<file path="config.mk">
export PLATFORM = sky130hd
export DESIGN_NAME = spi_fifo_event_unit
export DESIGN_NICKNAME = d
export VERILOG_FILES = /design/src/rtl/spi_fev_pkg.sv /design/src/rtl/sfe_byte_fifo.sv /design/src/rtl/sfe_event_ctrl.sv /design/src/rtl/spi_fifo_event_unit.sv
export SDC_FILE = /design/constraint.sdc
export NUM_CORES = 1
export LEC_CHECK = 0
export ABC_AREA = 1
export BUFFER_PORTS_ARGS = -buffer_cell sky130_fd_sc_hd__buf_4
export CORE_ASPECT_RATIO = 0.6
export CORE_MARGIN = 3
export CORE_UTILIZATION = 51
export DETAILED_ROUTE_END_ITERATION = 12
export GPL_TIMING_DRIVEN = 1
export MAX_ROUTING_LAYER = met4
export PLACE_DENSITY = 0.7
export SETUP_SLACK_MARGIN = 0.4
export SYNTH_ARGS = -nofsm -noshare
export SYNTH_HDL_FRONTEND = slang
export SYNTH_SLANG_ARGS = --single-unit
</file>
<file path="constraint.sdc">
create_clock -name clk -period 4.4 [get_ports clk]
set_input_delay 0.44 -clock clk [delete_from_list [all_inputs] [get_ports clk]]
set_output_delay 0.44 -clock clk [all_outputs]
set_load 0.02 [all_outputs]
</file>
<file path="src/rtl/spi_fev_pkg.sv">
package spi_fev_pkg;
  // Event flag positions (shared by event and mask registers)
  localparam int FLG_TXE = 15;
  localparam int FLG_DON = 14;
  localparam int FLG_RXT = 13;
  localparam int FLG_RXF = 12;
  localparam int FLG_TXT = 11;
  localparam int FLG_RNE = 9;
  localparam int FLG_TNF = 8;
  localparam logic [15:0] FLG_VALID = 16'hFB00;

  // Register offsets
  localparam logic [4:0] OFS_MODE = 5'h00;
  localparam logic [4:0] OFS_EVT  = 5'h04;
  localparam logic [4:0] OFS_MASK = 5'h08;
  localparam logic [4:0] OFS_TXD  = 5'h10;
  localparam logic [4:0] OFS_RXD  = 5'h14;

  typedef enum logic [1:0] {
    ACC_BYTE = 2'd0,
    ACC_HALF = 2'd1,
    ACC_WORD = 2'd2
  } acc_size_e;

  function automatic logic [2:0] acc_bytes(input logic [1:0] code);
    case (code)
      ACC_BYTE: acc_bytes = 3'd1;
      ACC_HALF: acc_bytes = 3'd2;
      default:  acc_bytes = 3'd4;
    endcase
  endfunction
endpackage

</file>
<file path="src/rtl/sfe_byte_fifo.sv">
// Byte FIFO stored as LANES byte-wide banks so that up to LANES consecutive
// bytes can be written or read in one cycle, each bank seeing one write.
module sfe_byte_fifo #(
  parameter int DEPTH = 32,
  parameter int LANES = 4,
  parameter int NW    = $clog2(LANES + 1),
  parameter int CW    = $clog2(DEPTH) + 1
) (
  input  logic               clk,
  input  logic               rst,
  input  logic               clear,
  input  logic [NW-1:0]      push_n,
  input  logic [8*LANES-1:0] push_data,
  input  logic [NW-1:0]      pop_n,
  output logic [8*LANES-1:0] pop_data,
  output logic [CW-1:0]      count
);
  localparam int PW     = $clog2(DEPTH);
  localparam int BW     = $clog2(LANES);
  localparam int BDEPTH = DEPTH / LANES;

  logic [PW-1:0] wr_ptr, rd_ptr;
  logic [CW-1:0] cnt;
  logic [7:0]    bank_q [LANES];

  for (genvar b = 0; b < LANES; b++) begin : g_bank
    logic [7:0]    mem [BDEPTH];
    logic [BW-1:0] wk, rk;
    logic [PW-1:0] wa, ra;
    logic          we;

    assign wk = BW'(b) - wr_ptr[BW-1:0];
    assign wa = wr_ptr + PW'(wk);
    assign we = (NW'(wk) < push_n);
    assign rk = BW'(b) - rd_ptr[BW-1:0];
    assign ra = rd_ptr + PW'(rk);

    always_ff @(posedge clk) begin
      if (we) mem[wa[PW-1:BW]] <= push_data[8*(LANES-1-int'(wk)) +: 8];
    end

    assign bank_q[b] = mem[ra[PW-1:BW]];
  end

  always_comb begin
    for (int k = 0; k < LANES; k++) begin
      logic [BW-1:0] sel;
      sel = rd_ptr[BW-1:0] + BW'(k);
      pop_data[8*(LANES-1-k) +: 8] = bank_q[sel];
    end
  end

  always_ff @(posedge clk) begin
    if (rst || clear) begin
      wr_ptr <= '0;
      rd_ptr <= '0;
      cnt    <= '0;
    end else begin
      wr_ptr <= wr_ptr + PW'(push_n);
      rd_ptr <= rd_ptr + PW'(pop_n);
      cnt    <= cnt + CW'(push_n) - CW'(pop_n);
    end
  end

  assign count = cnt;

  // occupancy never exceeds capacity
  assert_fill_bound_R3: assert property (@(posedge clk) disable iff (rst)
    cnt <= CW'(DEPTH));
  // pointer distance agrees with the kept count
  assert_ptr_gap_R4: assert property (@(posedge clk) disable iff (rst)
    (wr_ptr - rd_ptr) == cnt[PW-1:0]);
endmodule

</file>
<file path="src/rtl/sfe_event_ctrl.sv">
// Sticky event flags with write-one-to-clear and masked registered interrupt.
module sfe_event_ctrl #(
  parameter int FW = 16
) (
  input  logic          clk,
  input  logic          rst,
  input  logic [FW-1:0] cond,
  input  logic          clr_we,
  input  logic [FW-1:0] clr_bits,
  input  logic [FW-1:0] mask,
  output logic [FW-1:0] flags,
  output logic          irq
);
  logic [FW-1:0] flags_d;

  assign flags_d = (flags & ~(clr_we ? clr_bits : '0)) | cond;

  always_ff @(posedge clk) begin
    if (rst) begin
      flags <= '0;
      irq   <= 1'b0;
    end else begin
      flags <= flags_d;
      irq   <= |(flags_d & mask);
    end
  end

  // a cleared flag without a live condition reads zero afterwards
  assert_w1c_R8: assert property (@(posedge clk) disable iff (rst)
    clr_we |=> ((flags & $past(clr_bits) & ~$past(cond)) == '0));
  // interrupt follows masked flags
  assert_irq_mask_R9: assert property (@(posedge clk) disable iff (rst)
    irq == |(flags & $past(mask)));
endmodule

</file>
<file path="src/rtl/spi_fifo_event_unit.sv">
module spi_fifo_event_unit #(
  parameter int DEPTH      = 32,
  parameter int ADDR_W     = 5,
  parameter int TX_THR_RST = 4,
  parameter int RX_THR_RST = 15
) (
  input  logic              clk,
  input  logic              rst,
  input  logic              bus_wr,
  input  logic              bus_rd,
  input  logic [ADDR_W-1:0] bus_addr,
  input  logic [1:0]        bus_size,
  input  logic [31:0]       bus_wdata,
  output logic [31:0]       bus_rdata,
  output logic              sh_tx_valid,
  output logic [7:0]        sh_tx_data,
  input  logic              sh_tx_take,
  input  logic              sh_rx_push,
  input  logic [7:0]        sh_rx_data,
  input  logic              sh_done,
  output logic              irq
);
  import spi_fev_pkg::*;

  localparam int LANES = 4;
  localparam int NW    = $clog2(LANES + 1);
  localparam int CW    = $clog2(DEPTH) + 1;

  // mode state
  logic          mode_en, mode_loop;
  logic [CW-1:0] tx_thr, rx_thr;
  logic [15:0]   mask_q;

  // FIFO wiring
  logic [CW-1:0]      tx_cnt, rx_cnt, tx_free;
  logic [NW-1:0]      tx_push_n, tx_pop_n, rx_push_n, rx_pop_n;
  logic [8*LANES-1:0] tx_push_data, tx_pop_data, rx_push_data, rx_pop_data;
  logic [2:0]         nbytes;
  logic               sel_mode, sel_evt, sel_mask, sel_txd, sel_rxd;
  logic               tx_push_ok, rx_pop_ok, lb_move, ext_push;
  logic [7:0]         tx_head;
  logic [31:0]        rx_val, mode_word, evt_word;
  logic [15:0]        cond, flags;

  assign sel_mode = (bus_addr == ADDR_W'(OFS_MODE));
  assign sel_evt  = (bus_addr == ADDR_W'(OFS_EVT));
  assign sel_mask = (bus_addr == ADDR_W'(OFS_MASK));
  assign sel_txd  = (bus_addr == ADDR_W'(OFS_TXD));
  assign sel_rxd  = (bus_addr == ADDR_W'(OFS_RXD));
  assign nbytes   = acc_bytes(bus_size);
  assign tx_free  = CW'(DEPTH) - tx_cnt;

  // register-side transmit push, whole access or nothing
  assign tx_push_ok   = bus_wr && sel_txd && mode_en && (tx_free >= CW'(nbytes));
  assign tx_push_n    = tx_push_ok ? NW'(nbytes) : '0;
  assign tx_push_data = bus_wdata << (8 * (4 - int'(nbytes)));

  // register-side receive pop, whole access or nothing
  assign rx_pop_ok = bus_rd && sel_rxd && (rx_cnt >= CW'(nbytes));
  assign rx_pop_n  = rx_pop_ok ? NW'(nbytes) : '0;
  assign rx_val    = rx_pop_ok ? (rx_pop_data >> (8 * (4 - int'(nbytes)))) : '0;

  // shifter side and loopback
  assign tx_head     = tx_pop_data[8*LANES-1 -: 8];
  assign lb_move     = mode_en && mode_loop && (tx_cnt != '0) && (rx_cnt < CW'(DEPTH));
  assign sh_tx_valid = mode_en && !mode_loop && (tx_cnt != '0);
  assign sh_tx_data  = tx_head;
  assign tx_pop_n    = (lb_move || (sh_tx_valid && sh_tx_take)) ? NW'(1) : '0;
  assign ext_push    = mode_en && !mode_loop && sh_rx_push && (rx_cnt < CW'(DEPTH));
  assign rx_push_n   = (lb_move || ext_push) ? NW'(1) : '0;
  assign rx_push_data = {(mode_loop ? tx_head : sh_rx_data), {(8*(LANES-1)){1'b0}}};

  sfe_byte_fifo #(.DEPTH(DEPTH), .LANES(LANES)) u_txq (
    .clk(clk), .rst(rst), .clear(!mode_en),
    .push_n(tx_push_n), .push_data(tx_push_data),
    .pop_n(tx_pop_n), .pop_data(tx_pop_data), .count(tx_cnt));

  sfe_byte_fifo #(.DEPTH(DEPTH), .LANES(LANES)) u_rxq (
    .clk(clk), .rst(rst), .clear(!mode_en),
    .push_n(rx_push_n), .push_data(rx_push_data),
    .pop_n(rx_pop_n), .pop_data(rx_pop_data), .count(rx_cnt));

  // event conditions
  always_comb begin
    cond          = '0;
    cond[FLG_TXE] = (tx_cnt == '0);
    cond[FLG_DON] = sh_done;
    cond[FLG_RXT] = (rx_cnt > rx_thr);
    cond[FLG_RXF] = (rx_cnt == CW'(DEPTH));
    cond[FLG_TXT] = (tx_free > tx_thr);
    cond[FLG_RNE] = (rx_cnt != '0);
    cond[FLG_TNF] = (tx_free != '0);
  end

  sfe_event_ctrl #(.FW(16)) u_evt (
    .clk(clk), .rst(rst), .cond(cond),
    .clr_we(bus_wr && sel_evt), .clr_bits(bus_wdata[15:0]),
    .mask(mask_q), .flags(flags), .irq(irq));

  // configuration registers
  always_ff @(posedge clk) begin
    if (rst) begin
      mode_en   <= 1'b0;
      mode_loop <= 1'b0;
      tx_thr    <= CW'(TX_THR_RST);
      rx_thr    <= CW'(RX_THR_RST);
      mask_q    <= '0;
    end else if (bus_wr) begin
      if (sel_mode) begin
        mode_en   <= bus_wdata[31];
        mode_loop <= bus_wdata[30];
        tx_thr    <= bus_wdata[8 +: CW];
        rx_thr    <= bus_wdata[0 +: CW];
      end
      if (sel_mask) mask_q <= bus_wdata[15:0] & FLG_VALID;
    end
  end

  always_comb begin
    mode_word         = '0;
    mode_word[31]     = mode_en;
    mode_word[30]     = mode_loop;
    mode_word[8 +: CW] = tx_thr;
    mode_word[0 +: CW] = rx_thr;
    evt_word          = '0;
    evt_word[24 +: CW] = rx_cnt;
    evt_word[16 +: CW] = tx_free;
    evt_word[15:0]    = flags;
  end

  always_ff @(posedge clk) begin
    if (rst) begin
      bus_rdata <= '0;
    end else if (bus_rd) begin
      if (sel_mode)      bus_rdata <= mode_word;
      else if (sel_evt)  bus_rdata <= evt_word;
      else if (sel_mask) bus_rdata <= {16'h0000, mask_q};
      else if (sel_rxd)  bus_rdata <= rx_val;
      else               bus_rdata <= '0;
    end
  end

  // an oversize or disabled transmit write never reduces free space
  assert_tx_drop_R3: assert property (@(posedge clk) disable iff (rst)
    (bus_wr && sel_txd && (tx_free < CW'(nbytes))) |=> (tx_free >= $past(tx_free)));
  // receive occupancy stays within capacity
  assert_rx_bound_R5: assert property (@(posedge clk) disable iff (rst)
    rx_cnt <= CW'(DEPTH));
  // shifter handshake is idle in loopback
  assert_loop_idle_R11: assert property (@(posedge clk) disable iff (rst)
    mode_loop |-> !sh_tx_valid);
  // disabled block holds both FIFOs empty
  assert_flush_R12: assert property (@(posedge clk) disable iff (rst)
    !mode_en |=> (tx_cnt == '0) && (rx_cnt == '0));
endmodule

</file>
# == Word-level counts from Yosys, hierarchy flattened ==
# Memories as Yosys holds them, arrays and structs flattened.
# Cells that the tools add are included.
# op_classes
add_sub_neg,53
n_reduce_logical,28
bitwise_logic,9
shift,10
eq_ne,6
magnitude_cmp,18
muxes,43
# ops
op,n
$shiftx 32x32->8,8
$mux 32,5
$mux 8,11
$add 5x2->5,16
$bmux 8 s2,5
$and 16x16->16,2
$shl 32x32->32,1
$shr 32x32->32,1
$sub 2x2->3 const A,8
$mux 1,18
$reduce_bool 6->1,3
$mux 16,1
$not 16->16,1
$or 16x16->16,1
$reduce_or 16->1,1
$sub 1x2->2 const A,8
$sub 2x2->2 const A,8
$ge 3x3->1 const B,5
$not 2->3,5
$logic_and 1x1->1,14
$ge 6x3->1,2
$gt 6x6->1,2
$lt 2x3->1,4
$add 5x1->5,2
24 further kinds,35
# word_totals
mem_count,8
ramBits,512
in_bits,54
regBits,102
output_inout_bits,42
wordCells,189
# memory_table
memory,words,width,read_ports,rd_clocked_by_memory_dff,wr,line_no,text
u_rxq.g_bank[0].mem,8,8,1,0,1,sfe_byte_fifo.sv:27,logic [7:0] mem [BDEPTH];
u_rxq.g_bank[1].mem,8,8,1,0,1,sfe_byte_fifo.sv:27,
u_rxq.g_bank[2].mem,8,8,1,0,1,sfe_byte_fifo.sv:27,
u_rxq.g_bank[3].mem,8,8,1,0,1,sfe_byte_fifo.sv:27,
u_txq.g_bank[0].mem,8,8,1,0,1,sfe_byte_fifo.sv:27,
u_txq.g_bank[1].mem,8,8,1,0,1,sfe_byte_fifo.sv:27,
+2 memories,n/a,n/a,n/a,n/a,n/a,n/a,

# == Logic depth before layout (Yosys ltp) ==
# Gate-level depths: netlist of the first run.
# An unclocked memory read counts as a cell.
# logic_depth
depth_word,12
depth_mapped,26
mapped_depth_nobuf,24

# == Modules after synthesis ==
# Synthesis of the first run repeated with hierarchy kept, for this count alone.
# hier_totals
hier_cells,3640
area_unflattened_um2,32368.5
# modules_own_cells
mod,area_per_inst_um2,cells_each,seq_area_each_um2,n_inst
sfe_byte_fifo (u_rxq),13595.5,1315,8007.7,1
sfe_byte_fifo (u_txq),13357.8,1381,8007.7,1
spi_fifo_event_unit,4565.6,811,1061.0,1
sfe_event_ctrl,849.6,133,340.3,1

# == Worst setup path after synthesis of the first run ==
# No wires, ideal clock.
# synth_timing
kind,input-to-reg
startpoint,in bus_size[1]
endpoint,"mem u_txq.g_bank[3].mem[6][0], enable pin"
path_slack_ns,0.247
t_arrival_ns,3.758
path_stages,16
setup_time_ns,0.395
n_path_buf,3
t_required_ns,4.005
cell_sequence,clkbuf_1 > nor2_1 > clkbuf_1 > clkbuf_1 > ha_1 > inv_1 > a21boi_0 > o21a_1 > o41ai_2 > nor2_1 > inv_1 > ha_1 > o21bai_1 > nand2_1 > inv_1 > nor4_1
# synth_via
elab_chain_len,8
word_cells_on_any_way,9
classes_between,order compare (2); eq/ne (1); mux (4); reduce/logical (2)
# synth_lines
item,line_no,text
"start, declared",spi_fifo_event_unit.sv:12,"input logic [1:0] bus_size,"
$eq 2x1->1 / $logic_not 2->1 (equally long branches),spi_fev_pkg.sv:26,case (code)
$pmux 3 s2 *,spi_fev_pkg.sv:26,
$ge 6x3->1,spi_fifo_event_unit.sv:54,assign tx_push_ok = bus_wr && sel_txd && mode_en && (tx_free >= CW'(nbytes));
$logic_and 1x1->1,spi_fifo_event_unit.sv:54,
$mux 3 *,spi_fifo_event_unit.sv:55,assign tx_push_n = tx_push_ok ? NW'(nbytes) : '0;
$lt 2x3->1 *,sfe_byte_fifo.sv:34,assign we = (NW'(wk) < push_n);
$mux 1 *,sfe_byte_fifo.sv:39,if (we) mem[wa[PW-1:BW]] <= push_data[8*(LANES-1-int'(wk)) +: 8];
$mux 1 (not written as such) *,sfe_byte_fifo.sv:39,
"end, declared",sfe_byte_fifo.sv:27,
# Mark *: on every way between the ends. The rest lies on a longest branch, timed or not.

# == Final worst setup path of the first run ==
# layout_timing
startpoint,reg u_txq.rd_ptr[2]
endpoint,out sh_tx_data[1]
# layout_via
elab_chain_len,5
word_cells_on_any_way,11
classes_between,add/sub (4); mux (3); memory (4)
# layout_lines
item,line_no,text
"start, declared",sfe_byte_fifo.sv:22,"logic [PW-1:0] wr_ptr, rd_ptr;"
"start signal, assigned",sfe_byte_fifo.sv:60,rd_ptr <= rd_ptr + PW'(pop_n);
$add 5x2->5,sfe_byte_fifo.sv:36,assign ra = rd_ptr + PW'(rk);
$mem_v2 8x8,n/a,
$bmux 8 s2 *,sfe_byte_fifo.sv:49,pop_data[8*(LANES-1-k) +: 8] = bank_q[sel];
$mux 8 (not written as such) * (2 in series),sfe_byte_fifo.sv:49,
"end, declared",spi_fifo_event_unit.sv:16,"output logic [7:0] sh_tx_data,"
# Mark *: on every way between the ends. The rest lies on a longest branch, timed or not. The select of a mux whose other input is x is not followed.

==> reports/qor.txt, run 1 <==
status - finished, final reports clean
Worst IR Drop VDD - 0.3188 mV
gate count after technology mapping - 3185
Row Count - 68
wire per inst - 23.10 µm
Die Span Y - 194.6 µm
Mapped Area - 30220 µm²
hold path start - bus_wdata[7]
n_diodes - 0
Setup Skew - 0.04536 ns
DR DRC count - 0
EDFF count, synth - 512
Required @ worst endpoint - 3.96 ns
CTS HTree Levels - 2
Area Overhead vs Synth - 13.38%
clk buf depth - 3
layout cells sized above 1 - 12.83%
Critical Path Sink Type - output pin
drt first pass iters - 6
CTS tree - built
total length of routed wires - 95600 µm
Clk pwr share - 42.8%
design area - 34260 µm²
CTS Root Cell - clkbuf_16
DRT iter0 DRCs - 3899
Slew HR - 14.32%
Final Hold Viols - 0
crit path launch - u_txq.rd_ptr[2]
TNS Setup - 0 ns
Int Pwr - 9.301 mW
Via density - 5.928
Top Layer Used - met4
WS Path Type - reg2out
worst skew pair latency - 0.67 ns
Power Density - 351.4 nW/µm²
routed via count - 24530
Worst Hold Class - in2reg
final core utilization - 59.05%
Syn Nets - 3324
placed cell areas - 32260 µm²
Yosys reg bits - 614
Leakage Power - 13.19 nW
die width - 320.3 µm
register area share after synthesis - 57.63%
Total GRT Usage - 31.25%
CTS Buf Count - 56
vias in the first global route - 22460
Main synth FF type - edfxtp_1
Max Cap Violations - 0
part of the cycle the worst path needs - 88.32%
unrepaired setup endpoints after global routing - no
dpl hpwl - 71730 µm
flop-to-flop setup slack - 0.59 ns
switch share - 22.74%
largest net degree at the start of global routing - 51
Mapped Avg Cell Area - 9.488 µm²
Reg clk slew, reported paths - 0.07 ns
final non-filler cell total - 4138
post-route ant nets - 0
die area - 62300 µm²
Yosys cell types - 56
GP Congestion - 1.014
CP arrival - 3.45 ns
Post-layout nets - 3462
NetSw - 2.737 mW
starting density of the core - 52.08%
fin crit period - 3.886 ns
initial antenna violation count - 0
Fillers - 4836
slew at the pin closest to its max-slew limit - 1.272 ns
# port buffers - 95
FF-to-FF Start - u_txq.rd_ptr[1]
metal2 WL - 36980 µm
total core area - 58030 µm²
clock sinks - 614
wl on met1 - 44020 µm
setup violators final - 0
Fmax - 0.2573 GHz
final count of pins violating max slew - 0
# IOs - 96
Final Power - 12.04 mW
post-placement cell count - 4029
first-pass GRT wire length - 142000 µm
Synth Warn # - 0
startpoint types - flip-flop
cts-stage hold buffer count - 0
FFs w/ async S/R, synth - 0%
Met3 Wirelength - 12900 µm
GR Overflow Total - 0
sequential power share - 52.4%
CP Max Fanout - 33
Comb pwr share - 4.8%
cells by family (layout without fill, tap and decap cells):
family	after synthesis	in the layout	synth area share (%)
simple gates	1516	1516	21.58
flops	614	614	57.63
compound gates	446	446	8.173
buf+inv	438	621	5.813
fa+ha+maj	85	85	3.619
mux	57	57	2.045
xor+xnor	29	29	1.139
final timing paths:
path | endpoint | depth (start not counted)
setup / recovery | sh_tx_data[1] | 11
hold / removal | u_evt.flags[7] | 2
setup reg to reg | u_rxq.g_bank[2].mem[6][1] | 16
hold reg to reg | u_evt.flags[0] | 2
worst max-delay path, stage by stage, from the launching register on:
cell	delay (ns)
dfxtp_2	0.47
buf_4	0.33
xor2_2	0.16
buf_4	0.36
mux2_2	0.39
o21ai_0	0.18
o21ai_1	0.13
nand2_1	0.09
nand3_1	0.17
nand2_1	0.25
inv_1	0.07
buf_4	0.16
registers in the layout (all words and copies together), names as in the netlist:
register	cells
u_txq.g_bank.mem	256
u_txq.wr_ptr	5
u_rxq.g_bank.mem	256
u_rxq.wr_ptr	5
mask_q	7
u_txq.rd_ptr	5
u_rxq.count	6
u_evt.irq	1
u_rxq.rd_ptr	5
tx_thr	6
u_txq.count	6
mode_loop	1
bus_rdata	32
u_evt.flags	16
mode_en	1
rx_thr	6
power groups by stage:
stage	clock network [mW]	registers (mW)	logic [mW]
5_1_grt	5.42	6.30	0.618
6_report	5.15	6.30	0.581
3_5_place_dp	0	6.43	0.560
4_1_cts	5.19	6.30	0.561
3_3_place_gp	0	6.43	0.553
2_1_floorplan	0	6.44	0.259
cell usage after synthesis, drive strengths merged, types with 2 or more instances:
cell / number / area (µm²)
inv: 273 / 1027
a21oi: 130 / 650.6
o21bai: 12 / 90.09
mux2: 38 / 427.9
fa: 4 / 80.08
clkbuf: 88 / 331.6
dfxtp: 102 / 2042
nand3: 435 / 2177
nand3b: 5 / 37.54
o21ai: 235 / 1191
xnor2: 11 / 111.4
clkinv: 8 / 30.03
ha: 81 / 1013
nand4: 32 / 200.2
buf: 69 / 367.9
mux2i: 19 / 190.2
o211ai: 15 / 117.6
o21a: 2 / 15.01
o221ai: 17 / 148.9
nor2: 281 / 1057
nor3b: 9 / 67.56
xor2: 18 / 232.7
a31oi: 5 / 31.28
a21boi: 6 / 45.04
nor3: 18 / 90.09
edfxtp: 512 / 15370
nand2b: 2 / 12.51
nor4: 5 / 31.28
or2: 36 / 225.2
nand2: 691 / 2609
o22ai: 10 / 62.56
a211oi: 10 / 75.07
through the flow:
| step | worst slack, ns | hold WS (ns) |
|---|---|---|
| after floorplan | 0.4903 | 0.4174 |
| final | 0.5139 | 0.04290 |
| after CTS | 0.4166 | 0.007968 |
| after global placement | 0.3909 | 0.4322 |
| after detailed placement | 0.1949 | 0.4406 |
| after global routing | 0.3985 | 0.01656 |
routing by layer:
layer  up-vias  global-route usage [%]
met1     11790                   49.15
met5         -                       -
met2      1415                   39.35
met4         0                   6.143
met3       121                   9.128
li1      11200                       -
placed cells by master (no fill, tap or decap), types with 11 or more instances in the layout:
master	count
clkbuf_16	56
clkinv_1	19
or2_2	24
inv_1	258
o21bai_1	12
edfxtp_1	512
inv_2	11
nor2_1	278
o221ai_1	17
nand4_1	32
nand3_1	435
o21ai_0	214
nand2_1	685
a21oi_1	130
ha_1	78
dfxtp_1	101
mux2i_1	19
o21ai_1	19
nor3_1	15
mux2_2	38
o211ai_1	14
buf_4	234
final cells by class:
| class | instances | area (µm²) | area share (%) |
|---|---|---|---|
| Clock inverter | 39 | 450.4 | 1.315 |
| Timing Repair Buffer | 237 | 1808 | 5.277 |
| Sequential cell | 614 | 17420 | 50.84 |
| Clock buffer | 64 | 1441 | 4.207 |
| Inverter | 281 | 1071 | 3.126 |
| Multi-Input combinational cell | 2133 | 11110 | 32.43 |
| Tap cell | 770 | 963.4 | 2.812 |
repair_timing:
action,in CTS,in global routing
endpoints found under the setup margin,0,119
buffers inserted,0,6
resized for setup,0,19
Note: power is estimated with default switching activity, not from simulation.
==> run 2, diff against run 1 <==
Settings changed: BUFFER_PORTS_ARGS -buffer_cell sky130_fd_sc_hd__buf_4 to -buffer_cell sky130_fd_sc_hd__buf_2.
==> reports/qor.txt, run 2 (synthesized netlist as in run 1, its figures left out) <==
DR DRC count - 0
unrepaired setup endpoints after global routing - yes
Reg clk slew, reported paths - 0.07 ns
slew at the pin closest to its max-slew limit - 1.398 ns
Area Overhead vs Synth - 13.14%
total length of routed wires - 96490 µm
CP Max Fanout - 9
Required @ worst endpoint - 4.72 ns
NetSw - 2.685 mW
Worst path most repeated cell - nand3_1
drt first pass iters - 6
Via density - 5.958
WS Path Type - reg2reg
FF-to-FF Start - u_txq.rd_ptr[0]
part of the cycle the worst path needs - 91.50%
final core utilization - 58.92%
Leakage Power - 13.19 nW
clock sinks - 614
Final Hold Viols - 0
Crit path largest cell delay - 0.70 ns
Worst Hold Class - in2reg
most frequent cells in the layout - 683 x nand2_1, 512 x edfxtp_1, 428 x nand3_1, 277 x nor2_1, 255 x inv_1
Worst Setup EP - u_rxq.g_bank[2].mem[5][0]
fin crit period - 4.026 ns
final count of pins violating max slew - 0
design area - 34190 µm²
clk buf depth - 3
CTS Root Cell - clkbuf_16
Max Cap Violations - 0
# IOs - 96
CTS HTree Levels - 2
CTS Buf Count - 56
worst skew pair latency - 0.66 ns
die area - 62300 µm²
CP arrival - 4.35 ns
R2R cell count - 16
Setup Skew - 0.03387 ns
TNS Setup - 0 ns
first-pass GRT wire length - 143600 µm
commonest non-fill, non-tap cell in the layout - nand2_1
startpoint types - flip-flop
Worst path slowest cell - nor2_1
total core area - 58030 µm²
GP Congestion - 1.037
wire per inst - 23.28 µm
Critical Path Sink Type - flip-flop
Slew HR - 5.823%
worst r2r dst - u_rxq.g_bank[2].mem[5][0]
Power Density - 354.5 nW/µm²
Post-layout nets - 3461
flop-to-flop setup slack - 0.37 ns
vias in the first global route - 23100
DRT iter0 DRCs - 3882
Int Pwr - 9.435 mW
switch share - 22.15%
status - finished, final reports clean
Row Count - 68
Clk pwr share - 43.4%
largest net degree at the start of global routing - 50
post-route ant nets - 0
placed cell areas - 32000 µm²
dpl hpwl - 71770 µm
initial antenna violation count - 6
setup violators final - 0
sequential power share - 52.0%
routed via count - 24690
# port buffers - 95
Total GRT Usage - 31.52%
Fmax - 0.2484 GHz
starting density of the core - 52.08%
Comb pwr share - 4.6%
die width - 320.3 µm
GR Overflow Total - 0
Worst IR Drop VDD - 0.3409 mV
layout cells sized above 1 - 13.20%
Die Span Y - 194.6 µm
crit path launch - u_txq.rd_ptr[0]
CTS tree - built
crit-path cells - clkinv_1, ha_4, xnor2_4, a31oi_2, inv_1, nand2_1, nand2_4, clkinvlp_4, buf_4, nand3_1, nand3_1, nand3_1, nand3_1, nand3_1, nand3_1, nor2_1
[run 2: worst min path at each step]
stage	start	cells after the start	slack, ns	to
after floorplan	u_evt.flags[0]	2	0.42	u_evt.flags[0]
after global placement	u_evt.flags[0]	2	0.43	u_evt.flags[0]
after detailed placement	u_evt.flags[2]	2	0.44	u_evt.flags[2]
after CTS	bus_wdata[5]	2	0.01	u_evt.flags[5]
after global routing	bus_wdata[5]	2	0.04	u_evt.flags[5]
final	bus_wdata[5]	2	0.05	u_evt.flags[5]
[run 2: timing repair]
| action | in CTS | in global routing |
|---|---|---|
| setup endpoints to repair | 20 | 223 |
| endpoints found under the hold margin | 1 | 0 |
| gates resized for setup | 5 | 32 |
| pin swaps | 0 | 3 |
| buffers inserted | 2 | 5 |
| hold buffers | 1 | 0 |
[run 2: layer usage]
metal | vias up | global-route usage [%] | share of wire (%)
met5 | - | - | 0
met4 | 0 | 6.806 | 2.0
met3 | 132 | 11.67 | 15
met2 | 1438 | 38.73 | 38
met1 | 11910 | 48.51 | 45
li1 | 11210 | - | -
[run 2: metrics by stage]
stage	power (mW)	hold slack, ns	instances	setup WS, ns
3_3_place_gp	6.959	0.4321	4026	0.4040
3_5_place_dp	6.964	0.4378	4026	0.2302
2_1_floorplan	6.694	0.4174	3185	0.4903
5_1_grt	12.45	0.03699	4143	0.3707
6_report	12.12	0.05236	4144	0.3742
4_1_cts	12.14	0.01009	4135	0.4007
[run 2: critical path, delay by kind of cell (launching register included)]
family	cells	cell delay, ns
XOR/XNOR	1	0.13
buffers and inverters	4	0.70
AND/OR/NAND/NOR	9	2.01
flip-flops	1	0.37
AO/OA/AOI/OAI	1	0.12
adder cells (fa/ha/maj)	1	0.33
[run 2: final cells by class]
cell class              instances  area, µm²
clock inverters                32      447.9
well taps                     770      963.4
repair buffers                236       1597
multi-input cells            2133      11190
inverters                     281       1071
fillers                      4893      23840
flip-flops and latches        614      17420
clock buffers                  74       1489
diodes                          4      10.01
[run 2: power by group through the flow]
stage,sequential [mW],combinational [mW],clock (mW)
finish,6.30,0.559,5.26
global route,6.30,0.594,5.55
CTS,6.30,0.535,5.30
detailed placement,6.43,0.532,0
global placement,6.43,0.528,0
floorplan,6.44,0.259,0
